--- src/rtl/calarm_pkg.sv ---
package calarm_pkg;
  localparam int unsigned NFIELD     = 7;
  localparam int unsigned FW         = 8;
  localparam int unsigned NALM       = 2;
  localparam int unsigned AW         = 5;
  localparam int unsigned SLOT_SPAN  = 8;
  localparam int unsigned CTRL_PITCH = 4;
  localparam logic [AW-1:0] ADR_CTRL = 5'h10;
  localparam logic [AW-1:0] ADR_STAT = 5'h11;
  localparam logic [AW-1:0] ADR_PIN  = 5'h12;

  typedef enum logic [1:0] {
    PIN_IRQ   = 2'd0,
    PIN_1HZ   = 2'd1,
    PIN_100HZ = 2'd2,
    PIN_32K   = 2'd3
  } pin_mode_e;

  typedef struct packed {
    logic irq_en;
    logic rpt;
    logic armed;
  } alm_ctrl_t;
endpackage

--- src/rtl/calarm_rst_sync.sv ---
module calarm_rst_sync #(
  parameter int unsigned STAGES = 2
) (
  input  logic clk,
  input  logic arst_n,
  output logic rst_n
);
  logic [STAGES-1:0] sh_q;

  always_ff @(posedge clk or negedge arst_n) begin
    if (!arst_n) sh_q <= '0;
    else         sh_q <= {sh_q[STAGES-2:0], 1'b1};
  end

  assign rst_n = sh_q[STAGES-1];
endmodule

--- src/rtl/calarm_slot.sv ---
module calarm_slot
  import calarm_pkg::*;
#(
  parameter int unsigned NF  = NFIELD,
  parameter int unsigned FWD = FW
) (
  input  logic              clk,
  input  logic              rst_n,
  input  logic [NF*FWD-1:0] cal_now,
  input  logic              sec_tick,
  input  logic [NF-1:0]     wr_val,
  input  logic              wr_mask,
  input  logic              wr_ctrl,
  input  logic [FWD-1:0]    wdata,
  input  alm_ctrl_t         ctrl_wdata,
  input  logic              clr_flag,
  output logic [NF*FWD-1:0] val_o,
  output logic [NF-1:0]     mask_o,
  output alm_ctrl_t         ctrl_o,
  output logic              flag_o
);
  logic [NF*FWD-1:0] val_q, val_d;
  logic [NF-1:0]     mask_q, mask_d;
  alm_ctrl_t         ctrl_q, ctrl_d;
  logic              prev_q, prev_d;
  logic              flag_q, flag_d;
  logic [NF-1:0]     field_hit;
  logic              match;
  logic              fire;

  // per-field compare; a masked-off field always hits
  for (genvar g = 0; g < NF; g++) begin : g_cmp
    assign field_hit[g] = ~mask_q[g] | (cal_now[g*FWD +: FWD] == val_q[g*FWD +: FWD]);
  end

  assign match = ctrl_q.armed & (&field_hit);
  assign fire  = sec_tick & match & ~prev_q;

  always_comb begin
    val_d = val_q;
    for (int f = 0; f < NF; f++) begin
      if (wr_val[f]) val_d[f*FWD +: FWD] = wdata;
    end
    mask_d = wr_mask ? wdata[NF-1:0] : mask_q;

    ctrl_d = ctrl_q;
    if (wr_ctrl)                    ctrl_d       = ctrl_wdata;
    else if (fire && !ctrl_q.rpt)   ctrl_d.armed = 1'b0;

    prev_d = sec_tick ? match : prev_q;

    if (fire)          flag_d = 1'b1;
    else if (clr_flag) flag_d = 1'b0;
    else               flag_d = flag_q;
  end

  always_ff @(posedge clk or negedge rst_n) begin
    if (!rst_n) begin
      val_q  <= '0;
      mask_q <= '0;
      ctrl_q <= '0;
      prev_q <= 1'b0;
      flag_q <= 1'b0;
    end else begin
      val_q  <= val_d;
      mask_q <= mask_d;
      ctrl_q <= ctrl_d;
      prev_q <= prev_d;
      flag_q <= flag_d;
    end
  end

  assign val_o  = val_q;
  assign mask_o = mask_q;
  assign ctrl_o = ctrl_q;
  assign flag_o = flag_q;

  AST_FLAG_ON_TICK: assert property (@(posedge clk) disable iff (!rst_n)
    $rose(flag_q) |-> $past(sec_tick));
  AST_FLAG_STICKY: assert property (@(posedge clk) disable iff (!rst_n)
    (flag_q && !clr_flag) |=> flag_q);
  AST_ONESHOT_DISARM: assert property (@(posedge clk) disable iff (!rst_n)
    (fire && !ctrl_q.rpt && !wr_ctrl) |=> !ctrl_q.armed);
  AST_REPEAT_ARMED: assert property (@(posedge clk) disable iff (!rst_n)
    (fire && ctrl_q.rpt && !wr_ctrl) |=> ctrl_q.armed);
endmodule

--- src/rtl/calarm_pin.sv ---
module calarm_pin
  import calarm_pkg::*;
(
  input  logic      clk,
  input  logic      rst_n,
  input  pin_mode_e mode,
  input  logic      tog_1hz,
  input  logic      tog_100hz,
  input  logic      tog_32k,
  input  logic      irq_req,
  output logic      pin_o
);
  logic pin_q, pin_d;
  logic sel_strobe;

  always_comb begin
    case (mode)
      PIN_1HZ:   sel_strobe = tog_1hz;
      PIN_100HZ: sel_strobe = tog_100hz;
      PIN_32K:   sel_strobe = tog_32k;
      default:   sel_strobe = 1'b0;
    endcase
    if (mode == PIN_IRQ) pin_d = ~irq_req;
    else if (sel_strobe) pin_d = ~pin_q;
    else                 pin_d = pin_q;
  end

  always_ff @(posedge clk or negedge rst_n) begin
    if (!rst_n) pin_q <= 1'b1;
    else        pin_q <= pin_d;
  end

  assign pin_o = pin_q;

  AST_CLOCK_HOLD: assert property (@(posedge clk) disable iff (!rst_n)
    (mode != PIN_IRQ && !sel_strobe) |=> $stable(pin_q));
endmodule

--- src/rtl/calarm_top.sv ---
module calarm_top
  import calarm_pkg::*;
#(
  parameter int unsigned NF  = NFIELD,
  parameter int unsigned FWD = FW
) (
  input  logic              clk,
  input  logic              arst_n,
  input  logic [NF*FWD-1:0] cal_now,
  input  logic              sec_tick,
  input  logic              tog_1hz,
  input  logic              tog_100hz,
  input  logic              tog_32k,
  input  logic              reg_wr,
  input  logic [AW-1:0]     reg_addr,
  input  logic [FWD-1:0]    reg_wdata,
  output logic [FWD-1:0]    reg_rdata,
  output logic [NALM-1:0]   alarm_flags,
  output logic              pin_o
);
  logic rst_n;

  logic [NALM-1:0][NF-1:0]     wr_val;
  logic [NALM-1:0]             wr_mask;
  logic [NALM-1:0]             clr_flag;
  logic                        wr_ctrl;
  logic [NALM-1:0][NF*FWD-1:0] val_a;
  logic [NALM-1:0][NF-1:0]     mask_a;
  alm_ctrl_t [NALM-1:0]        ctrl_a;
  logic [NALM-1:0]             flag_a;
  logic [NALM-1:0]             irq_src;
  logic                        irq_req;
  pin_mode_e                   mode_q, mode_d;

  calarm_rst_sync #(.STAGES(2)) u_rst (
    .clk    (clk),
    .arst_n (arst_n),
    .rst_n  (rst_n)
  );

  assign wr_ctrl = reg_wr && (reg_addr == ADR_CTRL);

  for (genvar a = 0; a < NALM; a++) begin : g_alm
    for (genvar f = 0; f < NF; f++) begin : g_wr
      assign wr_val[a][f] = reg_wr && (reg_addr == AW'(a*SLOT_SPAN + f));
    end
    assign wr_mask[a]  = reg_wr && (reg_addr == AW'(a*SLOT_SPAN + SLOT_SPAN - 1));
    assign clr_flag[a] = reg_wr && (reg_addr == ADR_STAT) && reg_wdata[a];
    assign irq_src[a]  = flag_a[a] & ctrl_a[a].irq_en;

    calarm_slot #(.NF(NF), .FWD(FWD)) u_slot (
      .clk        (clk),
      .rst_n      (rst_n),
      .cal_now    (cal_now),
      .sec_tick   (sec_tick),
      .wr_val     (wr_val[a]),
      .wr_mask    (wr_mask[a]),
      .wr_ctrl    (wr_ctrl),
      .wdata      (reg_wdata),
      .ctrl_wdata (alm_ctrl_t'(reg_wdata[a*CTRL_PITCH +: 3])),
      .clr_flag   (clr_flag[a]),
      .val_o      (val_a[a]),
      .mask_o     (mask_a[a]),
      .ctrl_o     (ctrl_a[a]),
      .flag_o     (flag_a[a])
    );
  end

  assign irq_req = |irq_src;

  always_comb begin
    mode_d = mode_q;
    if (reg_wr && reg_addr == ADR_PIN) mode_d = pin_mode_e'(reg_wdata[1:0]);
  end

  always_ff @(posedge clk or negedge rst_n) begin
    if (!rst_n) mode_q <= PIN_IRQ;
    else        mode_q <= mode_d;
  end

  calarm_pin u_pin (
    .clk       (clk),
    .rst_n     (rst_n),
    .mode      (mode_q),
    .tog_1hz   (tog_1hz),
    .tog_100hz (tog_100hz),
    .tog_32k   (tog_32k),
    .irq_req   (irq_req),
    .pin_o     (pin_o)
  );

  always_comb begin
    reg_rdata = '0;
    for (int a = 0; a < NALM; a++) begin
      for (int f = 0; f < NF; f++) begin
        if (reg_addr == AW'(a*SLOT_SPAN + f)) reg_rdata = val_a[a][f*FWD +: FWD];
      end
      if (reg_addr == AW'(a*SLOT_SPAN + SLOT_SPAN - 1)) reg_rdata[NF-1:0] = mask_a[a];
    end
    if (reg_addr == ADR_CTRL) begin
      for (int a = 0; a < NALM; a++) reg_rdata[a*CTRL_PITCH +: 3] = ctrl_a[a];
    end
    if (reg_addr == ADR_STAT) reg_rdata[NALM-1:0] = flag_a;
    if (reg_addr == ADR_PIN)  reg_rdata[1:0]      = mode_q;
  end

  assign alarm_flags = flag_a;

  AST_IRQ_QUIET: assert property (@(posedge clk) disable iff (!rst_n)
    (mode_q == PIN_IRQ && irq_src == '0) |=> pin_o);
  AST_IRQ_LOW: assert property (@(posedge clk) disable iff (!rst_n)
    (mode_q == PIN_IRQ && mode_d == PIN_IRQ && irq_src != '0) |=> !pin_o);
endmodule

--- config.mk ---
export PLATFORM = sky130hd
export DESIGN_NAME = calarm_top
export DESIGN_NICKNAME = d
export VERILOG_FILES = /design/src/rtl/calarm_pkg.sv /design/src/rtl/calarm_rst_sync.sv /design/src/rtl/calarm_slot.sv /design/src/rtl/calarm_pin.sv /design/src/rtl/calarm_top.sv
export SDC_FILE = /design/constraint.sdc
export NUM_CORES = 1
export LEC_CHECK = 0
export ABC_CLOCK_PERIOD_IN_PS = 7450
export BUFFER_PORTS_ARGS = -buffer_cell sky130_fd_sc_hd__buf_2
export CORE_UTILIZATION = 61
export DETAILED_ROUTE_END_ITERATION = 10
export PLACE_DENSITY = 0.87
export SYNTH_ARGS = -nofsm -noshare
export SYNTH_HDL_FRONTEND = slang
export SYNTH_SLANG_ARGS = --single-unit
--- constraint.sdc ---
create_clock -name clk -period 7.45 [get_ports clk]
set_clock_uncertainty 0.15 [all_clocks]
set_input_delay 1.1175 -clock clk [delete_from_list [all_inputs] [get_ports clk]]
set_output_delay 1.1175 -clock clk [all_outputs]
set_load 0.02 [all_outputs]
# After elaboration in Yosys (flattened, before gate mapping)
# Index checks and enable logic that the tools add are counted.
# word_totals
register_bits,141
wordCells,170
# classes
reduce_logical,35
n_bitwise,40
n_eq_ne,35
muxes,31
# ops
cell,count
equality test 8 bit,14
two-way mux 8 bit,14
"equality test 5 x 4 -> 1 bit, second input constant",8
logical AND 1 bit,23
"equality test 5 x 3 -> 1 bit, second input constant",4
inverter 1 bit,18
"equality test 5 bit, second input constant",3
two-way mux 7 bit,2
OR 1 bit,14
AND reduction 7 bit,2
"equality test 5 x 2 -> 1 bit, second input constant",2
two-way mux 1 bit,10
nonzero test 2 bit,5
bitwise AND 1 bit,8
two-way mux 3 bit,2
"equality test 5 x 1 -> 1 bit, second input constant",1
zero test 5 bit,1
"equality test 2 bit, second input constant",2
two-way mux 2 bit,2
one-hot mux 1 bit (3 select lines),1
"equality test 2 x 1 -> 1 bit, second input constant",1
zero test 1 bit,2
zero test 2 bit,1
OR reduction 2 bit,1

# Longest topological paths before layout
# Gate-level depths: netlist (run 1).
# depth
word_depth,20
depth_mapped,10
depth_no_buf,6

# Cells and area by module
# From an unflattened synthesis (run 1), not the netlist that was laid out.
# hier_totals
cells_unflattened,787
area_unflattened_um2,8541.9
# by_module_without_submodules
mod,area_each_um2,instances,cells_each
calarm_slot,3160.5,2,230
calarm_top,2092.0,1,316
calarm_pin,75.1,1,8
calarm_rst_sync,53.8,1,3

# Least setup slack after synthesis (run 1)
# OpenSTA, ideal clock, no wires.
# synth_path
path_type,input-to-output
from,input reg_addr[4]
to,output reg_rdata[5]
slack_ns,3.426
cell_stages,7
path_buffers,2
arrival_time_ns,2.756
cell_sequence,buf_2 > or3b_2 > buf_2 > nor2_1 > a32o_1 > nor4_1 > o31ai_1
# synth_between
elab_chain_len,18
elab_cells_between_ends,34
# synth_rtl
element,line,rtl
"start, declared",calarm_top.sv:15,"input logic [AW-1:0] reg_addr,"
zero test 5 bit,calarm_top.sv:96,if (reg_addr == AW'(a*SLOT_SPAN + f)) reg_rdata = val_a[a][f*FWD +: FWD];
two-way mux 8 bit (7 in series),calarm_top.sv:96,
two-way mux 7 bit,calarm_top.sv:98,if (reg_addr == AW'(a*SLOT_SPAN + SLOT_SPAN - 1)) reg_rdata[NF-1:0] = mask_a[a];
two-way mux 8 bit (7 in series),calarm_top.sv:96,
two-way mux 7 bit,calarm_top.sv:98,
two-way mux 3 bit (*),calarm_top.sv:100,if (reg_addr == ADR_CTRL) begin
"end, declared",calarm_top.sv:17,"output logic [FWD-1:0] reg_rdata,"
# Every way passes the cells marked *; elsewhere a longest branch is shown, timed or not.

# Final worst setup path (run 1)
# layout_path
from,input reg_addr[0]
to,output reg_rdata[0]
# layout_between
elab_chain_len,20
elab_cells_between_ends,38
# layout_rtl
element,line,rtl
zero test 5 bit,calarm_top.sv:96,
two-way mux 8 bit (7 in series),calarm_top.sv:96,
two-way mux 7 bit,calarm_top.sv:98,
two-way mux 8 bit (7 in series),calarm_top.sv:96,
two-way mux 7 bit,calarm_top.sv:98,
two-way mux 3 bit,calarm_top.sv:100,
two-way mux 2 bit,calarm_top.sv:103,if (reg_addr == ADR_STAT) reg_rdata[NALM-1:0] = flag_a;
two-way mux 2 bit (*),calarm_top.sv:104,if (reg_addr == ADR_PIN) reg_rdata[1:0] = mode_q;
# Marked as above.

==> implementation parameters, run 1 <==
Parameter                              Value

Timing
  RSZ-0062 raised after global routing    false
  Setup slack after layout    2.23 ns
  Setup TNS    0 ns
  Final setup violation count    0
  Final Critical Period    5.22 ns
  Maximum operating frequency    192 MHz
  Final Hold Vio Count    0
  Headroom to the max-slew limit    roughly 31%
  Final cycle utilization of the critical path    70.0%
  Max Transition Viols Final    0
  Transition time at the pin with the least slew margin    between 1 and 1.5 ns

Floorplanning
  Core area    approximately 13000 um2
  Die area    14000 um2
  Effective utilization at floorplan    62.5%
  Total number of placement rows    42
  Number of I/O pins    a little under 90
  Die outline width    about 120 um
  Height of the chip    118 um

CTS
  CTS tree    done
  Post-cts repair resize count    0
  Worst-Skew Late Latency    approximately 0.43 ns
  Buffer count from post-CTS setup fixing    0
  Buffer depth of the longest clock path    2
  Library cell used as clock root buffer    sky130_fd_sc_hd__clkbuf_16
  Clock Sinks    approximately 140
  Clock-pin slew on the worst setup and hold paths    approximately 0.06 ns
  Total clock buffers created by CTS    17
  Hold Buf Count CTS    0
  H-tree depth    4

Synthesis
  Post-synth EDFFs    0
  Post-synthesis async set-or-reset flop share    between 90% and 100%
  Main flop type after synthesis    sky130_fd_sc_hd__dfrtp_1
  Portion of synthesized cell area occupied by the leading cell type    between 40% and 50%
  Net count of the mapped netlist    ~810
  Sequential fraction of the synthesis area    about 43%
  Number of instances in the synthesized netlist    about 740
  Number of storage elements in the synthesis netlist    approximately 140
  Synth warnings    0
  Yosys cell types    between 60 and 70
  Largest cells by area after synthesis    sky130_fd_sc_hd__dfrtp_1, sky130_fd_sc_hd__mux2_2, sky130_fd_sc_hd__xnor2_1
  Largest area contributor in the synthesized netlist    sky130_fd_sc_hd__dfrtp_1
  Cell area after synthesis    between 8000 and 9000 um2
  Average size of a mapped cell    11.2 um2

Status
  Run status    completed

Global route
  Antenna violations before repair    0
  Residual overflow from global routing    0
  Via count of the first global-routing pass    ~6900
  Global-route wire length before repair    around 42000 um
  Maximum number of pins on one net before global-route repair    between 80 and 90
  GR Util All Layers    41.8%

Pwr
  Clk network pwr share    roughly a third
  Cell-internal power    1.75 mW
  Total power per unit cell area    around 280 nW/um2
  Largest vdd supply drop    0.000193 V
  Register share of total power    44.1%
  Static Leak    3.88 nW
  Overall power    2.58 mW
  Fraction of power spent switching nets    32.0%
  Combinational Power Share    roughly 22%
  Net switching power of the design    ~0.83 mW

Drt
  Final routed wire length divided by cell count    about 28 um
  Met3 routed wirelength    around 2700 um
  Violation count after the first detailed-routing iteration    approximately 870
  Final wirelength    27400 um
  Total met2 wirelength after detailed routing    12600 um
  Number of optimization iterations in the first detailed-route pass    6
  Drc violations    0
  Post-DR vias/cell    6.65
  Final antenna-violating net count    0
  Uppermost routed layer    met4
  DRT met1 WL    11200 um
  Count of vias placed by the detailed router    approximately 6600

Place
  Pre-CTS setup slack    2.31 ns
  Post-placement cell area    8720 um2
  Total half-perimeter wirelength after legalization and detailed placement    19900 um
  Number of I/O port buffers    86
  Weighted congestion at the end of routability-driven global placement    0.974

Cells and area
  Area Overhead vs Synth    13.4%
  Leading cell type in the layout, fill and taps excluded    sky130_fd_sc_hd__dfrtp_1
  Ratio of cells with drive above 1 in the final layout    about a third
  Layout Cell Area excl Fill    about 9300 um2
  Final core area utilization    a little over two thirds
  Final #Nets    approximately 880
  Count of inserted antenna diode cells    0
  Commonest non-fill, non-tap cells in the layout    sky130_fd_sc_hd__dfrtp_1, sky130_fd_sc_hd__mux2_2, sky130_fd_sc_hd__xnor2_1
  Filler cell count in the final layout    between 900 and 1000

Critical path
  Most numerous cell on the critical path    sky130_fd_sc_hd__buf_2
  Library cell contributing the largest single delay on the critical path    sky130_fd_sc_hd__buf_2
  Path type of the worst setup path    primary input to primary output
  CP peak stage delay    ~0.70 ns
  Data arrival time of the critical path    3.95 ns
  Crit Path Max Fanout    44
  Worst Setup Start Kind    primary input
  Required time of the critical path    6.18 ns
  Sort of element at the end of the critical path    primary output
  Cell-by-cell listing of the critical path    buf_2 > buf_4 > inv_1 > a22o_1 > a222oi_1 > nor2_1 > o21ai_0 > a22oi_1 > buf_2

Worst hold path
  Hold Crit Class    flip-flop to flip-flop

Flow run
  Reported max-cap violation count    0
[synth_stat cells (4+ instances only)]
master                     count
sky130_fd_sc_hd__a21oi_1      30
sky130_fd_sc_hd__a22oi_1       6
sky130_fd_sc_hd__a31oi_1       7
sky130_fd_sc_hd__buf_2        17
sky130_fd_sc_hd__buf_4         6
sky130_fd_sc_hd__clkbuf_1     15
sky130_fd_sc_hd__dfrtp_1     140
sky130_fd_sc_hd__inv_1        11
sky130_fd_sc_hd__mux2_2      126
sky130_fd_sc_hd__mux2i_1      12
sky130_fd_sc_hd__mux4_2        8
sky130_fd_sc_hd__nand2_1      29
sky130_fd_sc_hd__nand2b_1      5
sky130_fd_sc_hd__nand3_1       5
sky130_fd_sc_hd__nand4_1      28
sky130_fd_sc_hd__nor2_1       30
sky130_fd_sc_hd__nor2_2        8
sky130_fd_sc_hd__nor2_4        4
sky130_fd_sc_hd__nor3_1        9
sky130_fd_sc_hd__nor4_1        6
sky130_fd_sc_hd__o211ai_1      5
sky130_fd_sc_hd__o21ai_0      40
sky130_fd_sc_hd__o22ai_1      11
sky130_fd_sc_hd__xnor2_1     105
sky130_fd_sc_hd__xor2_1        9
[registers in the layout, summed over array words and instances, names as in the netlist]
signal / flops
u_pin.pin_o: 1
g_alm.u_slot.flag_o: 2
u_rst.sh_q: 2
mode_q: 2
g_alm.u_slot.mask_o: 14
g_alm.u_slot.val_o: 112
g_alm.u_slot.ctrl_o: 6
g_alm.u_slot.prev_q: 2
[power by group through the flow]
stage | registers (mW) | clock network [mW] | logic [mW]
floorplan | 1.05 | 0 | 0.410
global placement | 1.13 | 0 | 0.528
detailed placement | 1.14 | 0 | 0.552
CTS | 1.13 | 0.885 | 0.559
global route | 1.15 | 0.917 | 0.606
finish | 1.14 | 0.880 | 0.562
[worst paths after layout]
kind | depth (start not counted) | to | start | slack, ns
min in group asynchronous | 0 | g_alm[1].u_slot.mask_o[0] | u_rst.sh_q[1] | 0.24
max in group asynchronous | 1 | g_alm[0].u_slot.val_o[6] | u_rst.sh_q[1] | 5.37
setup / recovery | 9 | reg_rdata[0] | reg_addr[0] | 2.23
hold reg to reg | 0 | u_rst.sh_q[1] | u_rst.sh_q[0] | 0.21
hold / removal | 0 | u_rst.sh_q[1] | u_rst.sh_q[0] | 0.21
setup reg to reg | 6 | g_alm[0].u_slot.flag_o | g_alm[0].u_slot.val_o[29] | 4.90
[worst max-delay path, delay by kind of cell]
kind	cells	cell delay [ns]
and+or+nand+nor	1	0.08
buffers and inverters	4	1.64
AOI/OAI and AO/OA	4	1.07
[cell type report]
type / count / area (um2) / area share (%)
repair buffers: 93 / 483 / 5.17
inverters: 12 / 45.0 / 0.482
clock inverters: 12 / 161 / 1.73
flip-flops and latches: 141 / 3530 / 37.8
well taps: 176 / 220 / 2.36
clock buffers: 19 / 453 / 4.85
multi-input cells: 542 / 4440 / 47.6
[cell families after synthesis]
family | after synthesis | share of synthesized area (%)
flip-flops | 141 | 42.8
XOR/XNOR | 114 | 12.1
AO/OA/AOI/OAI | 136 | 11.2
buffers and inverters | 53 | 3.22
other | 1 | 0.0455
multiplexers | 146 | 20.9
AND/OR/NAND/NOR | 145 | 9.68
[metal layers]
| layer | vias up | GRT usage [%] |
|---|---|---|
| li1 | 2828 | - |
| met1 | 3373 | 57.0 |
| met2 | 349 | 63.6 |
| met3 | 69 | 11.3 |
| met4 | 0 | 16.2 |
| met5 | - | 0 |
[per-stage QoR]
stage               std cells  hold WS, ns
CTS                       995        0.213
finish                    995        0.212
global route              995        0.229
global placement          964        0.187
detailed placement        964        0.186
floorplan                 736        0.181
No activity file was read; power rests on OpenSTA's default activity.
==> run 2: changes to the inputs <==
--- a/config.mk
+++ b/config.mk
@@ -5,11 +5,11 @@
 export SDC_FILE = /design/constraint.sdc
 export NUM_CORES = 1
 export LEC_CHECK = 0
-export ABC_CLOCK_PERIOD_IN_PS = 7450
+export ABC_CLOCK_PERIOD_IN_PS = 5250
 export BUFFER_PORTS_ARGS = -buffer_cell sky130_fd_sc_hd__buf_2
-export CORE_UTILIZATION = 61
+export CORE_UTILIZATION = 60
 export DETAILED_ROUTE_END_ITERATION = 10
-export PLACE_DENSITY = 0.87
+export PLACE_DENSITY = 0.86
 export SYNTH_ARGS = -nofsm -noshare
 export SYNTH_HDL_FRONTEND = slang
 export SYNTH_SLANG_ARGS = --single-unit
==> constraint.sdc (replaced) <==
create_clock -name clk -period 5.25 [get_ports clk]
set_clock_uncertainty 0.15 [all_clocks]
set_input_delay 0.7875 -clock clk [delete_from_list [all_inputs] [get_ports clk]]
set_output_delay 0.7875 -clock clk [all_outputs]
set_load 0.02 [all_outputs]
==> run 2 against run 1 <==
  * Cell area rose by 0.28%
  * Via count rose by 3.3%
  * Count of clock-buffer cells in the layout fell by 1
  * Critical path type unchanged
  * Cell count is the same
  * Sequential cell count stayed put
  * Clock power increased by 51%
  * Routed wire length increased by 3.9%
  * Global-route usage is 0.40 points higher
==> implementation parameters, run 2 (synthesis results as in run 1) <==
Parameter                              Value

Timing
  Final cycle utilization of the critical path    ~86%
  Final setup violation count    0
  Headroom to the max-slew limit    26.9%
  Setup TNS    0 ns
  Final Critical Period    about 4.5 ns
  Transition time at the pin with the least slew margin    ~1.1 ns
  Final Hold Vio Count    0
  Max Transition Viols Final    0
  RSZ-0062 raised after global routing    false
  Hold WS    around 0.11 ns
  Maximum operating frequency    approximately 220 MHz

Critical path
  Depth of the most critical reg-to-reg path    6
  Worst Setup Start Kind    primary input
  Required time of the critical path    roughly 4.3 ns
  R2R setup slack    2.92 ns
  Path type of the worst setup path    primary input to primary output
  Crit Path Max Fanout    24
  Crit Reg-Reg Endpoint    g_alm[0].u_slot.prev_q
  Data arrival time of the critical path    about 3.6 ns
  Sort of element at the end of the critical path    primary output
  Reg-to-reg critical path startpoint    g_alm[0].u_slot.val_o[30]

Pwr
  Combinational Power Share    between 20 and 25%
  Cell-internal power    ~2.6 mW
  Static Leak    3.90 nW
  Largest vdd supply drop    0.000387 V
  Total power per unit cell area    between 400 and 500 nW/um2
  Fraction of power spent switching nets    32.0%
  Clk network pwr share    approximately a third
  Register share of total power    between 40 and 50%
  Net switching power of the design    roughly 1.2 mW

Global route
  Residual overflow from global routing    0
  Global-route wire length before repair    between 40000 and 50000 um
  Via count of the first global-routing pass    7049
  GR Util All Layers    a little over two fifths
  Maximum number of pins on one net before global-route repair    between 60 and 70
  Antenna violations before repair    0

CTS
  Library cell used as clock root buffer    sky130_fd_sc_hd__clkbuf_16
  H-tree depth    4
  Buffer depth of the longest clock path    2
  Total clock buffers created by CTS    17
  Clock Sinks    ~140
  Clock-pin slew on the worst setup and hold paths    roughly 0.06 ns
  CTS tree    done
  Worst-Skew Late Latency    between 0.4 and 0.5 ns

Drt
  Violation count after the first detailed-routing iteration    between 900 and 1000
  Drc violations    0
  Number of optimization iterations in the first detailed-route pass    7
  Final wirelength    28500 um
  Post-DR vias/cell    about 6.9
  Final antenna-violating net count    0
  Count of vias placed by the detailed router    a little under 7000
  Final routed wire length divided by cell count    28.6 um

Cells and area
  Multi-input combinational cell area    4440 um2
  Area Overhead vs Synth    13.7%
  Ratio of cells with drive above 1 in the final layout    between 30% and 40%
  Final #Nets    slightly below 900
  Final non-filler cell total    995
  Sequential Area    3530 um2
  Count of inserted antenna diode cells    0
  Final core area utilization    70.4%
  Flip-flop count of the largest register, all copies and words added    about 110
  Leading cell type in the layout, fill and taps excluded    sky130_fd_sc_hd__dfrtp_1
  Filler cell count in the final layout    959
  Commonest non-fill, non-tap cells in the layout    sky130_fd_sc_hd__dfrtp_1, sky130_fd_sc_hd__mux2_2, sky130_fd_sc_hd__xnor2_1

Place
  Total half-perimeter wirelength after legalization and detailed placement    about 21000 um
  Cell total after placement    962
  Number of I/O port buffers    between 80 and 90
  Weighted congestion at the end of routability-driven global placement    1.03

Worst hold path
  Hold Crit Class    flip-flop to async pin

Floorplanning
  Height of the chip    between 100 and 150 um
  Die area    around 14000 um2
  Effective utilization at floorplan    62.0%
  Core area    13300 um2
  Total number of placement rows    42
  Die outline width    roughly 120 um
  Number of I/O pins    87

Flow run
  Reported max-cap violation count    0

Status
  Run status    completed
run 2: critical path: stages:
cell and delay [ns]:
sky130_fd_sc_hd__buf_2 0.36, sky130_fd_sc_hd__inv_1 0.41, sky130_fd_sc_hd__nor2_1 0.91, sky130_fd_sc_hd__a22oi_1 0.24, sky130_fd_sc_hd__o22ai_1 0.20, sky130_fd_sc_hd__a21oi_1 0.06, sky130_fd_sc_hd__a221oi_1 0.33, sky130_fd_sc_hd__buf_2 0.24
run 2: layer usage:
| metal | GRT usage, % | up-vias | share of wire [%] |
|---|---|---|---|
| li1 | - | 2826 | - |
| met1 | 54.5 | 3433 | 38 |
| met3 | 11.8 | 104 | 11 |
| met5 | 0 | - | 0 |
| met4 | 21.0 | 0 | 4.5 |
| met2 | 65.2 | 473 | 46 |
run 2: what timing repair did:
item,in CTS,in global routing
hold buffers,1,0
resized for setup,0,0
hold endpoints to repair,2,0
setup buffers,0,0
run 2: final cells by class:
class / instances / share of cell area [%]
Clock buffer: 18 / 4.58
Clock inverter: 14 / 2.31
Sequential cell: 141 / 37.7
Multi-Input combinational cell: 542 / 47.4
Timing Repair Buffer: 92 / 5.10
Tap cell: 176 / 2.35
Inverter: 12 / 0.481
run 2: how the worst max path moves through the flow:
stage	start	end	slack, ns
global placement	reg_addr[2]	reg_rdata[6]	1.0
CTS	reg_addr[2]	reg_rdata[6]	0.95
detailed placement	reg_addr[2]	reg_rdata[6]	0.95
global route	reg_addr[2]	reg_rdata[6]	0.55
finish	reg_addr[2]	reg_rdata[6]	0.75
floorplan	u_rst.sh_q[1]	g_alm[0].u_slot.ctrl_o[0]	0.88
run 2: power by group through the flow:
stage	registers [mW]	logic [mW]	clock network (mW)
final	1.63	0.808	1.33
after global routing	1.64	0.861	1.37
after CTS	1.61	0.796	1.33
after detailed placement	1.62	0.782	0
after global placement	1.62	0.746	0
after floorplan	1.49	0.581	0
run 2: through the flow:
step | area (um2) | power (mW) | setup slack (ns)
finish | 9370 | 3.76 | 0.753
global route | 9370 | 3.87 | 0.552
CTS | 9370 | 3.74 | 0.954
detailed placement | 8710 | 2.41 | 0.946
global placement | 8710 | 2.36 | 0.997
floorplan | 8240 | 2.07 | 0.882
==> run 3: changes to the inputs <==
--- a/config.mk
+++ b/config.mk
@@ -5,7 +5,7 @@
 export SDC_FILE = /design/constraint.sdc
 export NUM_CORES = 1
 export LEC_CHECK = 0
-export ABC_CLOCK_PERIOD_IN_PS = 5250
+export ABC_CLOCK_PERIOD_IN_PS = 4500
 export BUFFER_PORTS_ARGS = -buffer_cell sky130_fd_sc_hd__buf_2
 export CORE_UTILIZATION = 60
 export DETAILED_ROUTE_END_ITERATION = 10
==> constraint.sdc (replaced) <==
create_clock -name clk -period 4.5 [get_ports clk]
set_clock_uncertainty 0.15 [all_clocks]
set_input_delay 0.675 -clock clk [delete_from_list [all_inputs] [get_ports clk]]
set_output_delay 0.675 -clock clk [all_outputs]
set_load 0.02 [all_outputs]
==> run 3 against run 2 <==
  * Sequential power up 17%
  * Count of clock-buffer cells in the layout stayed put
  * Combinational power is 17% higher
  * Largest power group unchanged
  * Global-route usage fell by 0.39 points
  * Die area stayed put
  * Sequential cell count unchanged
  * Worst setup slack got worse by 0.043 ns
  * Cell count increased by 0.30%
  * Critical endpoint is now reg_rdata[2]
  * Largest cell class unchanged
  * Cell area rose by 0.23%
  * Total power rose by 15%
  * Register-to-register slack worse by 0.89 ns
==> implementation parameters, run 3 (synthesis results as in run 1) <==
Parameter                              Value

Status
  Run status    completed

Cells and area
  Leading cell type in the layout, fill and taps excluded    sky130_fd_sc_hd__dfrtp_1
  Final #Nets    just under 900
  Final core area utilization    70.6%
  Flip-flop count of the largest register, all copies and words added    112
  Commonest non-fill, non-tap cells in the layout    sky130_fd_sc_hd__dfrtp_1, sky130_fd_sc_hd__mux2_2, sky130_fd_sc_hd__xnor2_1
  Area Overhead vs Synth    13.9%
  Ratio of cells with drive above 1 in the final layout    34.8%
  Count of inserted antenna diode cells    0

CTS
  Buffer count from post-CTS setup fixing    0
  CTS tree    done
  Worst-Skew Late Latency    0.43 ns
  Clock-pin slew on the worst setup and hold paths    about 0.060 ns
  Clock Sinks    about 140
  H-tree depth    4
  Library cell used as clock root buffer    sky130_fd_sc_hd__clkbuf_16
  Buffer depth of the longest clock path    2
  Total clock buffers created by CTS    17

Floorplanning
  Total number of placement rows    42
  Die outline width    ~120 um
  Effective utilization at floorplan    roughly three fifths
  Core area    about 13000 um2
  Die area    ~14000 um2
  Number of I/O pins    87
  Height of the chip    ~120 um

Critical path
  Reg-to-reg critical path startpoint    g_alm[0].u_slot.val_o[38]
  Library cell contributing the largest single delay on the critical path    sky130_fd_sc_hd__or3b_1
  Cell-by-cell listing of the critical path    buf_2 > or3b_1 > a2111oi_4 > a221o_2 > a2111oi_2 > a221o_1 > buf_2
  Sort of element at the end of the critical path    primary output
  CP peak stage delay    around 0.73 ns
  Crit Path Max Fanout    24
  Depth of the most critical reg-to-reg path    6
  Worst Setup Start Kind    primary input
  Required time of the critical path    3.67 ns
  Crit Reg-Reg Endpoint    g_alm[0].u_slot.prev_q
  Path type of the worst setup path    primary input to primary output
  Most numerous cell on the critical path    sky130_fd_sc_hd__buf_2
  Data arrival time of the critical path    2.97 ns
  R2R setup slack    just over 2 ns

Pwr
  Fraction of power spent switching nets    between 30% and 40%
  Total power per unit cell area    about 460 nW/um2
  Largest vdd supply drop    between 0.0003 and 0.0004 V
  Clk network pwr share    34.4%
  Overall power    ~4.3 mW
  Net switching power of the design    1.44 mW
  Cell-internal power    just under 3 mW
  Combinational Power Share    a little over a fifth
  Register share of total power    between 40% and 50%
  Static Leak    between 3 and 4 nW

Timing
  Headroom to the max-slew limit    40.4%
  Final cycle utilization of the critical path    between 80 and 90%
  Hold WS    approximately 0.2 ns
  Setup TNS    0 ns
  Transition time at the pin with the least slew margin    roughly 0.9 ns
  RSZ-0062 raised after global routing    false
  Final Critical Period    between 3 and 4 ns
  Final setup violation count    0
  Max Transition Viols Final    0
  Maximum operating frequency    264 MHz
  Final Hold Vio Count    0

Drt
  Number of optimization iterations in the first detailed-route pass    5
  Final routed wire length divided by cell count    28.2 um
  Final wirelength    28200 um
  Post-DR vias/cell    a little under 7
  Drc violations    0
  Violation count after the first detailed-routing iteration    about 880
  Count of vias placed by the detailed router    about 6700
  Final antenna-violating net count    0

Global route
  Via count of the first global-routing pass    ~7000
  Residual overflow from global routing    0
  Maximum number of pins on one net before global-route repair    between 70 and 80
  Global-route wire length before repair    about 43000 um
  Antenna violations before repair    1
  GR Util All Layers    around two fifths

Place
  Number of I/O port buffers    86
  Weighted congestion at the end of routability-driven global placement    approximately 1
  Total half-perimeter wirelength after legalization and detailed placement    approximately 20000 um

Flow run
  Reported max-cap violation count    0

Worst hold path
  Hold Crit Class    flip-flop to flip-flop
  Worst hold endpoint    u_rst.sh_q[1]
  Hold-critical path depth    0
  Startpoint of the most critical hold path    u_rst.sh_q[0]
==> run 3: timing repair <==
action / CTS / global route
resized for setup: 0 / 0
endpoints found under the hold margin: 2 / 0
hold buffers: 1 / 0
==> run 3: final cells by class <==
cell class / instances / area, um2
inverters: 12 / 45.0
clock buffers: 18 / 439
clock inverters: 14 / 180
well taps: 176 / 220
repair buffers: 95 / 526
fillers: 968 / 3910
multi-input cells: 542 / 4440
flip-flops and latches: 141 / 3530
==> run 3: how the worst max path moves through the flow <==
stage | from | cells past startpoint | slack [ns] | endpoint
after floorplan | u_rst.sh_q[1] | 0 | 0.13 | g_alm[0].u_slot.ctrl_o[0]
after global placement | reg_addr[2] | 7 | 0.80 | reg_rdata[2]
after detailed placement | reg_addr[2] | 7 | 0.76 | reg_rdata[2]
after CTS | reg_addr[2] | 7 | 0.76 | reg_rdata[2]
after global routing | reg_addr[2] | 7 | 0.69 | reg_rdata[2]
final | reg_addr[2] | 7 | 0.71 | reg_rdata[2]
==> run 3: stage by stage <==
step	std cells	area (um2)	setup WS, ns
after floorplan	736	8240	0.132
after global placement	965	8760	0.800
after detailed placement	965	8760	0.765
after CTS	998	9390	0.759
after global routing	998	9390	0.687
final	998	9390	0.709
==> run 3: critical path, delay by kind of cell <==
family	cells	cell delay, ns
buf+inv	2	0.54
compound gates	4	1.00
simple gates	1	0.73
==> run 3: routing by layer <==
layer  GRT usage (%)  part of all wire [%]  up-vias
met5               0                 0.032        -
met4            23.3                   5.0        2
met3            12.2                    10       96
met2            63.4                    46      396
met1            53.6                    39     3397
li1                -                     -     2841
==> run 3: power by group through the flow <==
stage          combinational, mW  sequential (mW)  clock (mW)
2_1_floorplan              0.678             1.74           0
3_3_place_gp               0.879             1.88           0
3_5_place_dp               0.914             1.89           0
4_1_cts                    0.934             1.88        1.50
5_1_grt                     1.01             1.91        1.55
6_report                   0.945             1.90        1.49
